==> src/rtl/busw_pkg.sv <==
package busw_pkg;
  localparam logic [2:0] OP_PUT_FULL = 3'd0;
  localparam logic [2:0] OP_PUT_PART = 3'd1;
  localparam logic [2:0] OP_GET      = 3'd4;
  localparam logic [2:0] RSP_ACK      = 3'd0;
  localparam logic [2:0] RSP_ACK_DATA = 3'd1;

  typedef enum logic [1:0] {ST_IDLE, ST_FWD, ST_ERR} sw_state_e;

  // response opcode for a given request opcode
  function automatic logic [2:0] rsp_opcode(input logic [2:0] req_op);
    return (req_op == OP_GET) ? RSP_ACK_DATA : RSP_ACK;
  endfunction
endpackage

==> src/rtl/busw_decode.sv <==
module busw_decode #(
  parameter int AW   = 32,
  parameter int NDEV = 2,
  parameter int IDXW = 1,
  parameter logic [NDEV*AW-1:0] DEV_BASE = '0,
  parameter logic [NDEV*8-1:0]  DEV_SPAN_LOG2 = '0
) (
  input  logic [AW-1:0]   addr_i,
  output logic [NDEV-1:0] hit_o,
  output logic            miss_o,
  output logic [IDXW-1:0] idx_o
);
  function automatic logic in_window(input logic [AW-1:0] a,
                                     input logic [AW-1:0] base,
                                     input logic [7:0] lg);
    logic [AW-1:0] keep;
    keep = {AW{1'b1}} << lg;
    return (a & keep) == (base & keep);
  endfunction

  for (genvar g = 0; g < NDEV; g++) begin : g_win
    assign hit_o[g] = in_window(addr_i, DEV_BASE[g*AW +: AW], DEV_SPAN_LOG2[g*8 +: 8]);
  end

  assign miss_o = ~|hit_o;

  always_comb begin
    idx_o = '0;
    for (int k = NDEV - 1; k >= 0; k--) begin
      if (hit_o[k]) idx_o = IDXW'(k);
    end
  end
endmodule

==> src/rtl/busw_track.sv <==
module busw_track
  import busw_pkg::*;
#(
  parameter int IDXW = 1,
  parameter int SRCW = 8,
  parameter int SZW  = 2
) (
  input  logic            clk_i,
  input  logic            rst_ni,
  input  logic            a_fire_i,
  input  logic            a_miss_i,
  input  logic [IDXW-1:0] a_idx_i,
  input  logic [2:0]      a_opcode_i,
  input  logic [SRCW-1:0] a_source_i,
  input  logic [SZW-1:0]  a_size_i,
  input  logic            d_fire_i,
  output logic            idle_o,
  output logic            fwd_o,
  output logic            err_o,
  output logic [IDXW-1:0] idx_q_o,
  output logic [2:0]      op_q_o,
  output logic [SRCW-1:0] src_q_o,
  output logic [SZW-1:0]  size_q_o
);
  sw_state_e state_q;

  always_ff @(posedge clk_i or negedge rst_ni) begin
    if (!rst_ni) begin
      state_q  <= ST_IDLE;
      idx_q_o  <= '0;
      op_q_o   <= '0;
      src_q_o  <= '0;
      size_q_o <= '0;
    end else begin
      unique case (state_q)
        ST_IDLE: if (a_fire_i) begin
          state_q  <= a_miss_i ? ST_ERR : ST_FWD;
          idx_q_o  <= a_idx_i;
          op_q_o   <= a_opcode_i;
          src_q_o  <= a_source_i;
          size_q_o <= a_size_i;
        end
        ST_FWD, ST_ERR: if (d_fire_i) state_q <= ST_IDLE;
        default: state_q <= ST_IDLE;
      endcase
    end
  end

  assign idle_o = (state_q == ST_IDLE);
  assign fwd_o  = (state_q == ST_FWD);
  assign err_o  = (state_q == ST_ERR);


  done_release_chk: assert property (@(posedge clk_i) disable iff (!rst_ni)
    d_fire_i |=> idle_o);

  accept_leaves_idle_chk: assert property (@(posedge clk_i) disable iff (!rst_ni)
    a_fire_i |=> !idle_o);
endmodule

==> src/rtl/busw_rsp_mux.sv <==
module busw_rsp_mux #(
  parameter int NDEV = 2,
  parameter int DW   = 32,
  parameter int IDXW = 1
) (
  input  logic [NDEV-1:0]    dev_d_valid_i,
  input  logic [NDEV*DW-1:0] dev_d_data_i,
  input  logic [NDEV-1:0]    dev_d_error_i,
  output logic [NDEV-1:0]    dev_d_ready_o,
  input  logic               fwd_i,
  input  logic               err_i,
  input  logic [IDXW-1:0]    idx_i,
  input  logic               host_d_ready_i,
  output logic               host_d_valid_o,
  output logic [DW-1:0]      host_d_data_o,
  output logic               host_d_error_o
);
  always_comb begin
    host_d_valid_o = 1'b0;
    host_d_data_o  = '0;
    host_d_error_o = 1'b0;
    if (err_i) begin
      host_d_valid_o = 1'b1;
      host_d_error_o = 1'b1;
    end else if (fwd_i) begin
      for (int k = 0; k < NDEV; k++) begin
        if (idx_i == IDXW'(k)) begin
          host_d_valid_o = dev_d_valid_i[k];
          host_d_data_o  = dev_d_data_i[k*DW +: DW];
          host_d_error_o = dev_d_error_i[k];
        end
      end
    end
  end

  for (genvar g = 0; g < NDEV; g++) begin : g_rdy
    assign dev_d_ready_o[g] = fwd_i && (idx_i == IDXW'(g)) && host_d_ready_i;
  end
endmodule

==> src/rtl/busw_switch.sv <==
module busw_switch
  import busw_pkg::*;
#(
  parameter int AW   = 32,
  parameter int DW   = 32,
  parameter int SRCW = 8,
  parameter int SZW  = 2,
  parameter int NDEV = 2,
  parameter logic [NDEV*AW-1:0] DEV_BASE      = {32'h4000_0000, 32'h0000_0000},
  parameter logic [NDEV*8-1:0]  DEV_SPAN_LOG2 = {8'd12, 8'd10}
) (
  input  logic               clk_i,
  input  logic               rst_ni,
  input  logic               host_a_valid_i,
  output logic               host_a_ready_o,
  input  logic [2:0]         host_a_opcode_i,
  input  logic [SZW-1:0]     host_a_size_i,
  input  logic [SRCW-1:0]    host_a_source_i,
  input  logic [AW-1:0]      host_a_address_i,
  input  logic [DW/8-1:0]    host_a_mask_i,
  input  logic [DW-1:0]      host_a_data_i,
  output logic               host_d_valid_o,
  input  logic               host_d_ready_i,
  output logic [2:0]         host_d_opcode_o,
  output logic [SZW-1:0]     host_d_size_o,
  output logic [SRCW-1:0]    host_d_source_o,
  output logic [DW-1:0]      host_d_data_o,
  output logic               host_d_error_o,
  output logic [NDEV-1:0]    dev_a_valid_o,
  input  logic [NDEV-1:0]    dev_a_ready_i,
  output logic [2:0]         dev_a_opcode_o,
  output logic [SZW-1:0]     dev_a_size_o,
  output logic [SRCW-1:0]    dev_a_source_o,
  output logic [AW-1:0]      dev_a_address_o,
  output logic [DW/8-1:0]    dev_a_mask_o,
  output logic [DW-1:0]      dev_a_data_o,
  input  logic [NDEV-1:0]    dev_d_valid_i,
  output logic [NDEV-1:0]    dev_d_ready_o,
  input  logic [NDEV*DW-1:0] dev_d_data_i,
  input  logic [NDEV-1:0]    dev_d_error_i
);
  localparam int IDXW = (NDEV > 1) ? $clog2(NDEV) : 1;

  logic [NDEV-1:0] a_hit;
  logic            a_miss;
  logic [IDXW-1:0] a_idx;
  logic            a_dev_ready;
  logic            a_fire;
  logic            d_fire;
  logic            idle, fwd, err;
  logic [IDXW-1:0] idx_q;
  logic [2:0]      op_q;
  logic [SRCW-1:0] src_q;
  logic [SZW-1:0]  size_q;

  busw_decode #(
    .AW(AW), .NDEV(NDEV), .IDXW(IDXW),
    .DEV_BASE(DEV_BASE), .DEV_SPAN_LOG2(DEV_SPAN_LOG2)
  ) u_decode (
    .addr_i (host_a_address_i),
    .hit_o  (a_hit),
    .miss_o (a_miss),
    .idx_o  (a_idx)
  );

  assign a_dev_ready    = |(a_hit & dev_a_ready_i);
  assign host_a_ready_o = idle && (a_miss || a_dev_ready);
  assign a_fire         = host_a_valid_i && host_a_ready_o;
  assign dev_a_valid_o  = {NDEV{host_a_valid_i && idle}} & a_hit;

  assign dev_a_opcode_o  = host_a_opcode_i;
  assign dev_a_size_o    = host_a_size_i;
  assign dev_a_source_o  = host_a_source_i;
  assign dev_a_address_o = host_a_address_i;
  assign dev_a_mask_o    = host_a_mask_i;
  assign dev_a_data_o    = host_a_data_i;

  busw_track #(.IDXW(IDXW), .SRCW(SRCW), .SZW(SZW)) u_track (
    .clk_i      (clk_i),
    .rst_ni     (rst_ni),
    .a_fire_i   (a_fire),
    .a_miss_i   (a_miss),
    .a_idx_i    (a_idx),
    .a_opcode_i (host_a_opcode_i),
    .a_source_i (host_a_source_i),
    .a_size_i   (host_a_size_i),
    .d_fire_i   (d_fire),
    .idle_o     (idle),
    .fwd_o      (fwd),
    .err_o      (err),
    .idx_q_o    (idx_q),
    .op_q_o     (op_q),
    .src_q_o    (src_q),
    .size_q_o   (size_q)
  );

  busw_rsp_mux #(.NDEV(NDEV), .DW(DW), .IDXW(IDXW)) u_rsp (
    .dev_d_valid_i  (dev_d_valid_i),
    .dev_d_data_i   (dev_d_data_i),
    .dev_d_error_i  (dev_d_error_i),
    .dev_d_ready_o  (dev_d_ready_o),
    .fwd_i          (fwd),
    .err_i          (err),
    .idx_i          (idx_q),
    .host_d_ready_i (host_d_ready_i),
    .host_d_valid_o (host_d_valid_o),
    .host_d_data_o  (host_d_data_o),
    .host_d_error_o (host_d_error_o)
  );

  assign d_fire          = host_d_valid_o && host_d_ready_i;
  assign host_d_opcode_o = rsp_opcode(op_q);
  assign host_d_source_o = src_q;
  assign host_d_size_o   = size_q;


  one_target_chk: assert property (@(posedge clk_i) disable iff (!rst_ni)
    $onehot0(dev_a_valid_o));

  accept_blocks_chk: assert property (@(posedge clk_i) disable iff (!rst_ni)
    a_fire |=> !host_a_ready_o);

  no_fwd_while_rsp_chk: assert property (@(posedge clk_i) disable iff (!rst_ni)
    host_d_valid_o |-> (dev_a_valid_o == '0));

  miss_err_rsp_chk: assert property (@(posedge clk_i) disable iff (!rst_ni)
    (a_fire && a_miss) |=> (host_d_valid_o && host_d_error_o));

  rsp_ready_route_chk: assert property (@(posedge clk_i) disable iff (!rst_ni)
    $onehot0(dev_d_ready_o) && (!host_d_ready_i -> dev_d_ready_o == '0));

  rsp_tag_hold_chk: assert property (@(posedge clk_i) disable iff (!rst_ni)
    (host_d_valid_o && !host_d_ready_i) |=> $stable(host_d_source_o) && $stable(host_d_size_o));
endmodule

==> config.mk <==
export PLATFORM = sky130hd
export DESIGN_NAME = busw_switch
export DESIGN_NICKNAME = d
export VERILOG_FILES = /design/src/rtl/busw_pkg.sv /design/src/rtl/busw_decode.sv /design/src/rtl/busw_track.sv /design/src/rtl/busw_rsp_mux.sv /design/src/rtl/busw_switch.sv
export SDC_FILE = /design/constraint.sdc
export NUM_CORES = 1
export LEC_CHECK = 0
export BUFFER_PORTS_ARGS = -buffer_cell sky130_fd_sc_hd__buf_2
export CORE_AREA = 3 3 111 113
export DETAILED_ROUTE_END_ITERATION = 10
export DIE_AREA = 0 0 114 116
export PLACE_DENSITY = 0.62
export SYNTH_ARGS = -nofsm -noshare
export SYNTH_HDL_FRONTEND = slang
export SYNTH_HIERARCHICAL = 1
export SYNTH_SLANG_ARGS = --single-unit
==> constraint.sdc <==
create_clock -name clk_i -period 2.3 [get_ports clk_i]
set_clock_uncertainty 0.2 [all_clocks]
set_input_delay 0.115 -clock clk_i [delete_from_list [all_inputs] [get_ports clk_i]]
set_output_delay 0.115 -clock clk_i [all_outputs]
set_load 0.02 [all_outputs]
==> results of run 1 <==
-- state kept, by name (all words and copies together) (netlist names) --
| name | cells |
|---|---|
| u_track/src_q_o | 8 |
| u_track/idx_q_o | 1 |
| u_track/size_q_o | 2 |
| u_track/state_q | 2 |
| u_track/op_q_o | 3 |
-- worst max-delay path, cell delays in order --
cell and delay [ps]:
buf_2 100, or4_4 540, nor2_4 150, o211ai_1 140, a221oi_2 260, nor2_1 120
nand2_2 90, buf_12 160, mux2_2 340
-- logic make-up (layout without fill, tap and decap cells) --
logic type,after synthesis,count (layout)
AO/OA/AOI/OAI,5,5
flip-flops,16,16
other,1,2
AND/OR/NAND/NOR,57,57
buffers and inverters,95,220
multiplexers,50,50
adder cells (fa/ha/maj),4,4
-- metal layers --
layer	share of wire, %	wire length, um
met3	9.3	645
met2	55	3834
met5	0	0
met4	2.2	150
met1	33	2303
-- layout make-up --
| type | instances | area, sq um | area share, % |
|---|---|---|---|
| multi-input combinational | 118 | 948.4 | 34.13 |
| timing repair buffer | 212 | 1156 | 41.60 |
| clock buffer | 4 | 78.83 | 2.837 |
| inverter | 4 | 15.01 | 0.5403 |
| tap | 143 | 178.9 | 6.439 |
| sequential | 16 | 401.6 | 14.45 |
-- cells in the mapped netlist --
master and n:
nor3_1 1, nand2_1 3, mux2_2 4, nand2_2 1, inv_1 4, nand2b_1 2
and3_2 1, and3_1 5, and4b_1 1, mux2i_1 34, a221oi_2 1, nor4_1 2
dfrtp_1 16, ha_1 4, conb_1 1, nor2_4 1, nor3b_1 1, and2_1 1
buf_4 83, a21o_1 2, o211ai_1 1, buf_6 5, mux2_4 12, nor2b_1 1
or4_4 2, o22ai_1 1, buf_2 3, nor2_1 35
-- how the worst max path moves through the flow --
stage                               startpoint                             to  slack [ps]  cells past startpoint
after global routing      host_a_address_i[20]  u_track/op_q_o[0]$_DFFE_PN0P_         110                      9
after floorplan           host_a_address_i[20]  u_track/op_q_o[2]$_DFFE_PN0P_         190                      8
after CTS                 host_a_address_i[20]  u_track/op_q_o[1]$_DFFE_PN0P_         210                      9
after detailed placement  host_a_address_i[20]  u_track/op_q_o[1]$_DFFE_PN0P_         -50                      9
after global placement    host_a_address_i[20]  u_track/op_q_o[0]$_DFFE_PN0P_          40                      9
final                     host_a_address_i[20]  u_track/op_q_o[1]$_DFFE_PN0P_         210                      9
-- cell usage in the layout, fill, tap and decap left out, drive strengths merged --
master,synthesis,final
nand2,4,4
o22ai,1,1
dlygate4sd3,0,14
and3,6,6
dfrtp,16,16
buf,91,198
and4b,1,1
and2,1,1
inv,4,4
nor4,2,2
o211ai,1,1
mux2i,34,34
a21o,2,2
nor2b,1,1
ha,4,4
a221oi,1,1
nor3b,1,1
mux2,16,16
or4,2,2
nand2b,2,2
conb,1,2
clkbuf,0,4
nor3,1,1
nor2,36,36
-- what timing repair did --
action,in CTS,in global routing
hold buffers,14,0
hold endpoints to repair,29,0
gates resized for setup,0,0
-- metrics by stage --
step / power (W) / cell area, sq um / util, %
floorplan: 0.001216 / 2058 / -
global placement: 0.001369 / 2560 / 22.42
detailed placement: 0.001395 / 2560 / 22.42
CTS: 0.001763 / 2779 / 24.34
global route: 0.001860 / 2779 / 24.34
finish: 0.001740 / 2779 / 24.34
-- power by group through the flow --
stage          Combinational, W  Sequential (W)  Clock (W)
2_1_floorplan          0.000632        0.000584          0
3_3_place_gp           0.000892        0.000477          0
3_5_place_dp           0.000919        0.000476          0
4_1_cts                0.000934        0.000479   0.000350
5_1_grt                0.000992        0.000499   0.000369
6_report               0.000924        0.000479   0.000338
==> metrics.md, run 1 <==
| Metric | Value |
|---|---|
| Number of primary I/O pins | 288 |
| Placeable core region | 0.01142 sq mm |
| Clock sink total | 16 |
| Clock slew at reported path FFs | approximately 50 ps |
| GRT Max-Usage Layer | met2 |
| Register-to-register setup slack | 410 ps |
| DP Worst Slack | -53.15 ps |
| Layout Nets | just over 500 |
| Residual antenna-violating net count after detailed routing | 0 |
| Synthesized-area fraction occupied by and/or/nand/nor cells | 13.70% |
| Global-route met2 utilization | between 10% and 20% |
| Starting density of the core | 17.99% |
| Buffer cell driving the clock tree root | clkbuf_16 |
| Layout cell share with drive strength beyond 1 | 63.28% |
| Cells taking the most area after synthesis | buf_4 (30%), dfrtp_1 (19%), mux2i_1 (17%), mux2_4 (8.8%), nor2_1 (6.4%) |
| Worst-case clock buffer depth | 2 |
| Arrival time of the worst setup path | between 2000 and 2500 ps |
| Number of cells traversed by the worst register-to-register path | 7 |
| Maximum number of pins on one net before global-route repair | 24 |
| Result of the run | finished clean |
| Grt met3 use | 1.932% |
| GRT Residual Overflow | 0 |
| Share of synthesized area occupied by flip-flops and latches | ~20% |
| Vias | approximately 1900 |
| XOR/XNOR share of the synthesized area | 0% |
| Worst Path Required | 2230 ps |
| Post-DP HPWL | 5.925 mm |
| Switching portion of total power | about 37% |
| First-pass iteration count of the detailed router | 4 |
| Setup crit start kind | input pin |
| Wire length per cell | 13.95 um |
| Final weighted congestion in routability-driven placement | about 0.77 |
| Number of antenna violations at the first check in global routing | 0 |
| Max-capacitance violation count | 0 |
| Setup ws final | 212.8 ps |
| Number of antenna repair diodes | 0 |
| Minimum clock period | 2087 ps |
| Source of the worst register-to-register timing path | u_track/state_q[0]$_DFFE_PN0P_ |
| Unique masters post-synth | 28 |
| Cell Area, Synth | 0.002054 sq mm |
| Synth Instances | 228 |
| Total power per unit cell area | approximately 630 mW/mm^2 |
| Post-synthesis share of cell area spent on full adders, half adders and majority gates | roughly 2.4% |
| Starting DRC count in detailed routing | 12 |
| GRT Overall Usage | 9.371% |
| Internal cell power | 0.001103 W |
| Final worst hold slack | 30.01 ps |
| Width of the chip | 114 um |
| Combinational family with the most area after synthesis | buffers and inverters |
| Static leakage power | ~1.5 nW |
| Via count of the first global-routing pass | 1954 |
| Multiplexer fraction of the synthesized cell area | 27.53% |
| Clock latency at the later pin of the worst-skew pair | 240 ps |
| Endpoint of the lowest-slack register-to-register path | u_track/src_q_o[4]$_DFFE_PN0P_ |
| Fill cell total of the finished layout | 1255 |
| Cell type with the highest aggregate area in the netlist | buf_4 |
| Number of synthesized register bits | 16 |
| Slew Viols, Final | 0 |
| Count of warnings emitted by yosys | 6 |
| Clock tree from TritonCTS | done |
| Part of the power in combinational logic | between 50% and 60% |
| Total Negative Setup Slacks | 0 ps |
| Global-route met1 utilization | 9.566% |
| Final setup violation count | 0 |
| Terminating pin of the worst hold path | dev_a_data_o[17] |
| Maximum fanout encountered on the critical timing path | 14 |
| Fmax achieved | 479.1 MHz |
| P&R area growth vs syn | 35.26% |
| Number of buffers created by CTS | 3 |
| Type of the most critical hold path | input pin to output port |
| Detailed-route DRC error count | 0 |
| Total net switching power | 0.0006370 W |
| Endpoint type of the worst setup path | flip-flop |
| Vias per Instance | 3.918 |
| Final routed wirelength across all metal layers | 6.933 mm |
| Area fraction of the dominant cell type after synthesis | 30.33% |
| Path type of the worst setup path | input pin to flip-flop |
| Source of the worst hold timing path | host_a_data_i[17] |
| Setup repair after global routing missed its margin | false |
| Global-route wire length before repair | approximately 10 mm |
| Max VDD drop | 0.0005966 V |
| Clock share of power | between 10% and 20% |
| WHS Path Cells | 0 |
| Count of placed standard cells including taps | ~480 |
| Post-CTS setup-driven buffer insertion count | 0 |
| Sequential power share | 27.5% |
| Site row count | 39 |
| H-tree depth reported by CTS | 1 |
| Die footprint | approximately 0.013 sq mm |
| Vertical die dimension | 116 um |
| Complex-gate fraction of the synthesized area | under 10% |
| Non-filler cells in the finished layout | approximately 500 |
| Portion of the clock cycle consumed by the worst path in the final layout | between 90% and 100% |
| Final hold violations | 0 |
| Buffers added on ports | between 150 and 200 |
| Per-instance average area after synthesis | between 9 and 10 sq um |
No activity file was read; power rests on OpenSTA's default activity.
==> run 2, diff against run 1 <==
ABC_AREA = 1   (was unset)
PLACE_DENSITY = 0.64   (was 0.62)
==> metrics.md, run 2 <==
| Metric | Value |
|---|---|
| Post-synthesis async set-or-reset flop share | 100.0% (unchanged) |
| Cell type with the highest aggregate area in the netlist | buf_4 |
| Static leakage power | 1.629 nW (+6.5%) |
| GRT Overall Usage | 9.216% (-0.16 points) |
| Number of antenna violations at the first check in global routing | 0 (unchanged) |
| Buffer cell driving the clock tree root | clkbuf_16 |
| Count of warnings emitted by yosys | 6 (unchanged) |
| Post-CTS setup-driven buffer insertion count | 0 (unchanged) |
| Most frequent cells in the layout | buf_2 (193), nand3_1 (85), nand2_1 (46), a21oi_1 (32), inv_1 (29) |
| Prevailing post-synth register cell | dfrtp_1 |
| Most common library cell in the layout ignoring fill and taps | buf_2 |
| Metal2 WL | 3.225 mm (-16%) |
| Endpoint type of the worst setup path | output port |
| Post-synth top cells | buf_4 (90), nand3_1 (85), nand2_1 (46), a21oi_1 (32), inv_1 (29) |
| Slew Viols, Final | 0 (unchanged) |
| Clock latency at the later pin of the worst-skew pair | 240 ps (about the same) |
| Source of the worst register-to-register timing path | u_track/state_q[1]$_DFFE_PN0P_ |
| Via count of the first global-routing pass | 2207 (+13%) |
| Source of the worst hold timing path | host_a_data_i[13] |
| Layout cell share with drive strength beyond 1 | 47.75% (-16 points) |
| Final worst hold slack | 30.01 ps (-0.001100 ps) |
| Maximum fanout encountered on the critical timing path | 50 (+36) |
| Wire length per cell | 11.61 um (-17%) |
| Dominant cell by count in the synthesized netlist | buf_4 |
| Minimum clock period | 2041 ps (-46.32 ps) |
| Maximum number of pins on one net before global-route repair | 51 (+110%) |
| Cell Area, Synth | 0.002331 sq mm (+13%) |
| Layout Nets | 627 (+22%) |
| Number of synthesized register bits | 16 (unchanged) |
| Share of synthesized area occupied by flip-flops and latches | 17.18% (-2.3 points) |
| Setup crit start kind | flip-flop |
| Per-instance average area after synthesis | 6.585 sq um (-27%) |
| Global-route wire length before repair | 10.25 mm (+3.8%) |
| Fin area | 0.002954 sq mm (+6.3%) |
| Final setup violation count | 0 (unchanged) |
| Max-capacitance violation count | 0 (unchanged) |
| Vertical die dimension | 116 um (unchanged) |
| Die footprint | 0.01322 sq mm (unchanged) |
| Residual antenna-violating net count after detailed routing | 0 (unchanged) |
| Placeable core region | 0.01142 sq mm (unchanged) |
| Count of flip-flops with a built-in enable after synthesis | 0 (unchanged) |
| First-pass iteration count of the detailed router | 6 (+2) |
| Met3 WL post-DR | 986 um (+53%) |
| Number of buffers created by CTS | 3 (unchanged) |
| Top routing layer in use | met4 |
| H-tree depth reported by CTS | 1 (unchanged) |
| Synth Instances | 354 (+55%) |
| Transition time at the pin with the least slew margin | 550.4 ps |
| Number of antenna repair diodes | 0 (unchanged) |
| Vias per Instance | 4.169 (+6.4%) |
| Setup ws final | 259.1 ps (+46.32 ps) |
| Starting density of the core | 20.41% (+2.4 points) |
| Vias | 2543 (+31%) |
| Final routed wirelength across all metal layers | 7.085 mm (+2.2%) |
| M1 WL | 2.781 mm (+21%) |
| Area fraction of the dominant cell type after synthesis | 28.99% (-1.3 points) |
| Buffers added on ports | 193 (unchanged) |
| Total power per unit cell area | 618.2 mW/mm^2 (-1.3%) |
| Headroom to the max-slew limit | 63.25% |
| Unique masters post-synth | 23 (-18%) |
| Cells taking the most area after synthesis | buf_4 (29%), nand3_1 (18%), dfrtp_1 (17%), nand2_1 (7.4%), a21oi_1 (6.9%) |
| Site row count | 39 (unchanged) |
| Clock slew at reported path FFs | 50 ps (about the same) |
| Number of primary I/O pins | 288 (unchanged) |
| Portion of the clock cycle consumed by the worst path in the final layout | 88.73% (-2.0 points) |
| Worst-case clock buffer depth | 2 (unchanged) |
| DP Worst Slack | 509.1 ps (+562.3 ps) |
| Worst Path Required | 1990 ps (-240 ps) |
| Type of the most critical hold path | input pin to output port |
| Clock tree from TritonCTS | done |
| Arrival time of the worst setup path | 1730 ps (-290 ps) |
| Total Negative Setup Slacks | 0 ps (unchanged) |
| Path type of the worst setup path | flip-flop to output port |
| Width of the chip | 114 um (unchanged) |
| Post-DP HPWL | 5.650 mm (-4.7%) |
| Hold Buf Count CTS | 14 (unchanged) |
| Max VDD drop | 0.0003898 V (-35%) |
| Final hold violations | 0 (unchanged) |
| Setup repair after global routing missed its margin | false |
| Fmax achieved | 490.0 MHz (+2.3%) |
| Final weighted congestion in routability-driven placement | 0.6882 (-11%) |
| Placed Area | 0.002725 sq mm (+6.5%) |
| Detailed-route DRC error count | 0 (unchanged) |
| Post-cts resize count | 0 (unchanged) |
| Number of flip-flops under the largest register name | 8 (unchanged) |
| Reg with most FFs | u_track/src_q_o |
| Clock sink total | 16 (unchanged) |
| Result of the run | finished clean |
| GRT Residual Overflow | 0 (unchanged) |
| Starting DRC count in detailed routing | 61 (+49) |
| Registers with the most flip-flops | u_track/src_q_o (8), u_track/op_q_o (3) |
| Startpoint of the worst setup timing path | u_track/state_q[1]$_DFFE_PN0P_ |
| P&R area growth vs syn | 26.73% |
==> run 2: cell types whose count changed in the layout (fill, tap and decap cells not counted), sizes merged, moves of 6 or more <==
cell   change
a21oi     +32
and3       -6
inv       +28
mux2      -16
mux2i     -34
nand2     +50
nand3     +87
nor2      -17
==> run 2: critical path, stage by stage, from the launching register on <==
cell and delay (ps):
dfrtp_1 400, inv_1 110, ha_2 250, buf_12 220, nand3_1 100, a21oi_1 180
buf_2 190
==> run 2: path summary, 6_finish.rpt <==
kind | slack, ps | end | depth (start not counted)
min in group asynchronous | 120 | u_track/op_q_o[2]$_DFFE_PN0P_ | 2
worst min-delay path | 30 | dev_a_data_o[13] | 0
worst min register to register | 270 | u_track/src_q_o[0]$_DFFE_PN0P_ | 2
worst max-delay path | 260 | host_d_data_o[4] | 6
max in group asynchronous | 1510 | u_track/state_q[0]$_DFFE_PN0P_ | 2
worst max register to register | 520 | u_track/state_q[0]$_DFFE_PN0P_ | 13
==> run 2: stage by stage <==
stage               util [%]  power [W]  std cells
finish                 25.87   0.001826        610
global route           25.87   0.001981        610
floorplan                  -   0.001293        355
CTS                    25.87   0.001858        610
detailed placement     23.87   0.001449        592
global placement       23.87   0.001446        592
==> run 2: cell type report <==
cell class | count | area (sq um)
Inverter | 32 | 120.1
Timing Repair Buffer | 214 | 1171
Multi-Input combinational cell | 201 | 994.7
Sequential cell | 16 | 400.4
Fill cell | 1293 | 8464
Clock buffer | 4 | 88.84
Tap cell | 143 | 178.9
==> run 2: metal layers <==
metal,vias up,track usage (%)
met2,176,15.30
met4,0,2.059
li1,1281,-
met1,1076,11.32
met5,-,0
met3,10,3.603
==> run 2: where the power goes <==
part           internal [W]  switching, W  total [W]
Clock              0.000264      0.000113   0.000377
Combinational      0.000341      0.000635   0.000976
Sequential         0.000399     0.0000739   0.000473
==> run 2: cells by family after synthesis <==
kind of cell    synth area share [%]
simple gates                   33.01
buf+inv                        40.42
compound gates                 7.085
flops                          17.18
fa+ha+maj                      2.147
other cells                   0.1609
==> run 3, diff against run 2 <==
CAP_MARGIN = 20   (was unset)
RECOVER_POWER = 50   (was unset)
==> metrics.md, run 3 (synthesis gave the netlist of run 2 again) <==
| Metric | Value |
|---|---|
| Fmax achieved | 487.7 MHz (-0.46%) |
| Clock latency at the later pin of the worst-skew pair | 240 ps (about the same) |
| Vertical die dimension | 116 um (unchanged) |
| Most common library cell in the layout ignoring fill and taps | buf_2 |
| Site row count | 39 (unchanged) |
| Register-to-register setup slack | 520 ps (about the same) |
| P&R area growth vs syn | 25.50% |
| Setup ws final | 249.7 ps (-9.477 ps) |
| Final worst hold slack | 30.01 ps (unchanged) |
| Vias | 2548 (+0.20%) |
| Endpoint type of the worst setup path | output port |
| Fin area | 0.002925 sq mm (-0.97%) |
| Clock sink total | 16 (unchanged) |
| Combined area of the multi-input logic cells | 994.7 sq um (unchanged) |
| Final hold violations | 0 (unchanged) |
| Static leakage power | 1.566 nW (-3.9%) |
| Setup crit start kind | flip-flop |
| Starting DRC count in detailed routing | 60 (-1.6%) |
| Top routing layer in use | met4 |
| Clock slew at reported path FFs | 50 ps (about the same) |
| Number of antenna violations at the first check in global routing | 0 (unchanged) |
| M1 WL | 2.782 mm (about the same) |
| Source of the worst hold timing path | host_a_data_i[13] |
| Internal cell power | 0.0009989 W (-0.59%) |
| First-pass iteration count of the detailed router | 6 (unchanged) |
| Total net switching power | 0.0008225 W (+0.13%) |
| Worst-case clock buffer depth | 2 (unchanged) |
| Hold Buf Count CTS | 14 (unchanged) |
| Number of primary I/O pins | 288 (unchanged) |
| Most frequent cells in the layout | buf_2 (170), nand3_1 (85), nand2_1 (46), a21oi_1 (32), inv_1 (29) |
| Placed Area | 0.002725 sq mm (unchanged) |
| Via count of the first global-routing pass | 2207 (unchanged) |
| Result of the run | finished clean |
| Post-cts resize count | 0 (unchanged) |
| Switching portion of total power | 45.16% (+0.18 points) |
| Endpoint of the lowest-slack register-to-register path | u_track/state_q[1]$_DFFE_PN0P_ |
| Number of buffers created by CTS | 3 (unchanged) |
| Residual antenna-violating net count after detailed routing | 0 (unchanged) |
| Total power per unit cell area | 622.7 mW/mm^2 (+0.71%) |
| GRT Overall Usage | 9.216% (unchanged) |
| Vias per Instance | 4.177 (+0.20%) |
| Number of cells traversed by the worst register-to-register path | 13 (unchanged) |
| Crit path cell chain | inv_1 > ha_2 > buf_12 > nand3_1 > a21oi_1 > buf_2 |
| Terminating pin of the worst hold path | dev_a_data_o[13] |
| Number of flip-flops under the largest register name | 8 (unchanged) |
| DP Worst Slack | 509.1 ps (unchanged) |
| Starting density of the core | 20.41% (unchanged) |
| Clock share of power | 20.7% (about the same) |
| Reg with most FFs | u_track/src_q_o |
| Transition time at the pin with the least slew margin | 918.9 ps (+368.5 ps) |
| Headroom to the max-slew limit | 38.74% (-25 points) |
| Slew Viols, Final | 0 (unchanged) |
| GRT Residual Overflow | 0 (unchanged) |
| Clock tree from TritonCTS | done |
| Wire length per cell | 11.61 um (about the same) |
| Source of the worst register-to-register timing path | u_track/state_q[1]$_DFFE_PN0P_ |
| Width of the chip | 114 um (unchanged) |
| Registers with the most flip-flops | u_track/src_q_o (8), u_track/op_q_o (3) |
| Critical Path Max Stage Delay | 400 ps (about the same) |
| Final routed wirelength across all metal layers | 7.080 mm (about the same) |
| Buffer cell driving the clock tree root | clkbuf_16 |
| Placeable core region | 0.01142 sq mm (unchanged) |
| Final setup violation count | 0 (unchanged) |
| Minimum clock period | 2050 ps (+9.477 ps) |
| CP max stage cell | dfrtp_1 |
| Global-route wire length before repair | 10.25 mm (unchanged) |
| Fill cell total of the finished layout | 1301 (+0.62%) |
| Part of the power in combinational logic | 53.3% (-0.2 points) |
| Sequential power share | 26.0% (about the same) |
| Max-capacitance violation count | 0 (unchanged) |
| H-tree depth reported by CTS | 1 (unchanged) |
| Total power | 0.001821 W (-0.27%) |
| Arrival time of the worst setup path | 1740 ps (about the same) |
| Buffers added on ports | 193 (unchanged) |
| Path type of the worst setup path | flip-flop to output port |
| Die footprint | 0.01322 sq mm (unchanged) |
| Register cell area after layout | 400.4 sq um (unchanged) |
| WHS Path Cells | 0 (unchanged) |
| Metal2 WL | 3.240 mm (+0.47%) |
| Detailed-route DRC error count | 0 (unchanged) |
| Setup repair after global routing missed its margin | false |
| Final weighted congestion in routability-driven placement | 0.6882 (unchanged) |
| Max VDD drop | 0.0003898 V (about the same) |
| Layout cell share with drive strength beyond 1 | 42.83% (-4.9 points) |
| Worst Path Required | 1990 ps (about the same) |
| Number of antenna repair diodes | 0 (unchanged) |
| Layout Nets | 627 (unchanged) |
| Total Negative Setup Slacks | 0 ps (unchanged) |
| Post-DP HPWL | 5.650 mm (unchanged) |
| Maximum fanout encountered on the critical timing path | 50 (unchanged) |
| Type of the most critical hold path | input pin to output port |
| Maximum number of pins on one net before global-route repair | 51 (unchanged) |
| Met3 WL post-DR | 966 um (-2.0%) |
| Portion of the clock cycle consumed by the worst path in the final layout | 89.15% (+0.41 points) |
| Post-CTS setup-driven buffer insertion count | 0 (unchanged) |
run 3: power groups by stage:
stage               logic (W)  registers (W)  clock network, W
floorplan            0.000725       0.000568                 0
global placement     0.000970       0.000475                 0
detailed placement   0.000973       0.000476                 0
CTS                  0.000993       0.000476          0.000389
global route          0.00108       0.000491          0.000403
finish               0.000971       0.000473          0.000378
run 3: stage by stage:
stage | instances | util [%]
after CTS | 610 | 25.87
after global routing | 610 | 25.62
after global placement | 592 | 23.87
after detailed placement | 592 | 23.87
after floorplan | 355 | -
final | 610 | 25.62
run 3: worst max path at each step:
| stage | start | endpoint | cells after the start |
|---|---|---|---|
| global placement | u_track/state_q[0]$_DFFE_PN0P_ | host_d_data_o[8] | 5 |
| floorplan | u_track/state_q[1]$_DFFE_PN0P_ | u_track/state_q[0]$_DFFE_PN0P_ | 14 |
| finish | u_track/state_q[1]$_DFFE_PN0P_ | host_d_data_o[4] | 6 |
| CTS | u_track/state_q[0]$_DFFE_PN0P_ | host_d_data_o[4] | 5 |
| detailed placement | u_track/state_q[0]$_DFFE_PN0P_ | host_d_data_o[4] | 5 |
| global route | u_track/state_q[0]$_DFFE_PN0P_ | host_d_data_o[21] | 5 |
run 3: area by class of cell:
class                   count  area share [%]
clock buffers               4           3.037
inverters                  32           4.106
multi-input cells         201           34.00
flip-flops and latches     16           13.69
well taps                 143           6.116
repair buffers            214           39.05
run 3: critical path, delay by kind of cell, from the launching register on:
kind,cells,cell delay (ps)
buf+inv,3,520
simple gates,1,110
fa+ha+maj,1,250
flops,1,400
compound gates,1,180
run 3: per-layer routing:
layer / up-vias / GRT usage (%)
li1: 1282 / -
met1: 1087 / 11.32
met2: 169 / 15.30
met3: 10 / 3.603
met4: 0 / 2.059
met5: - / 0
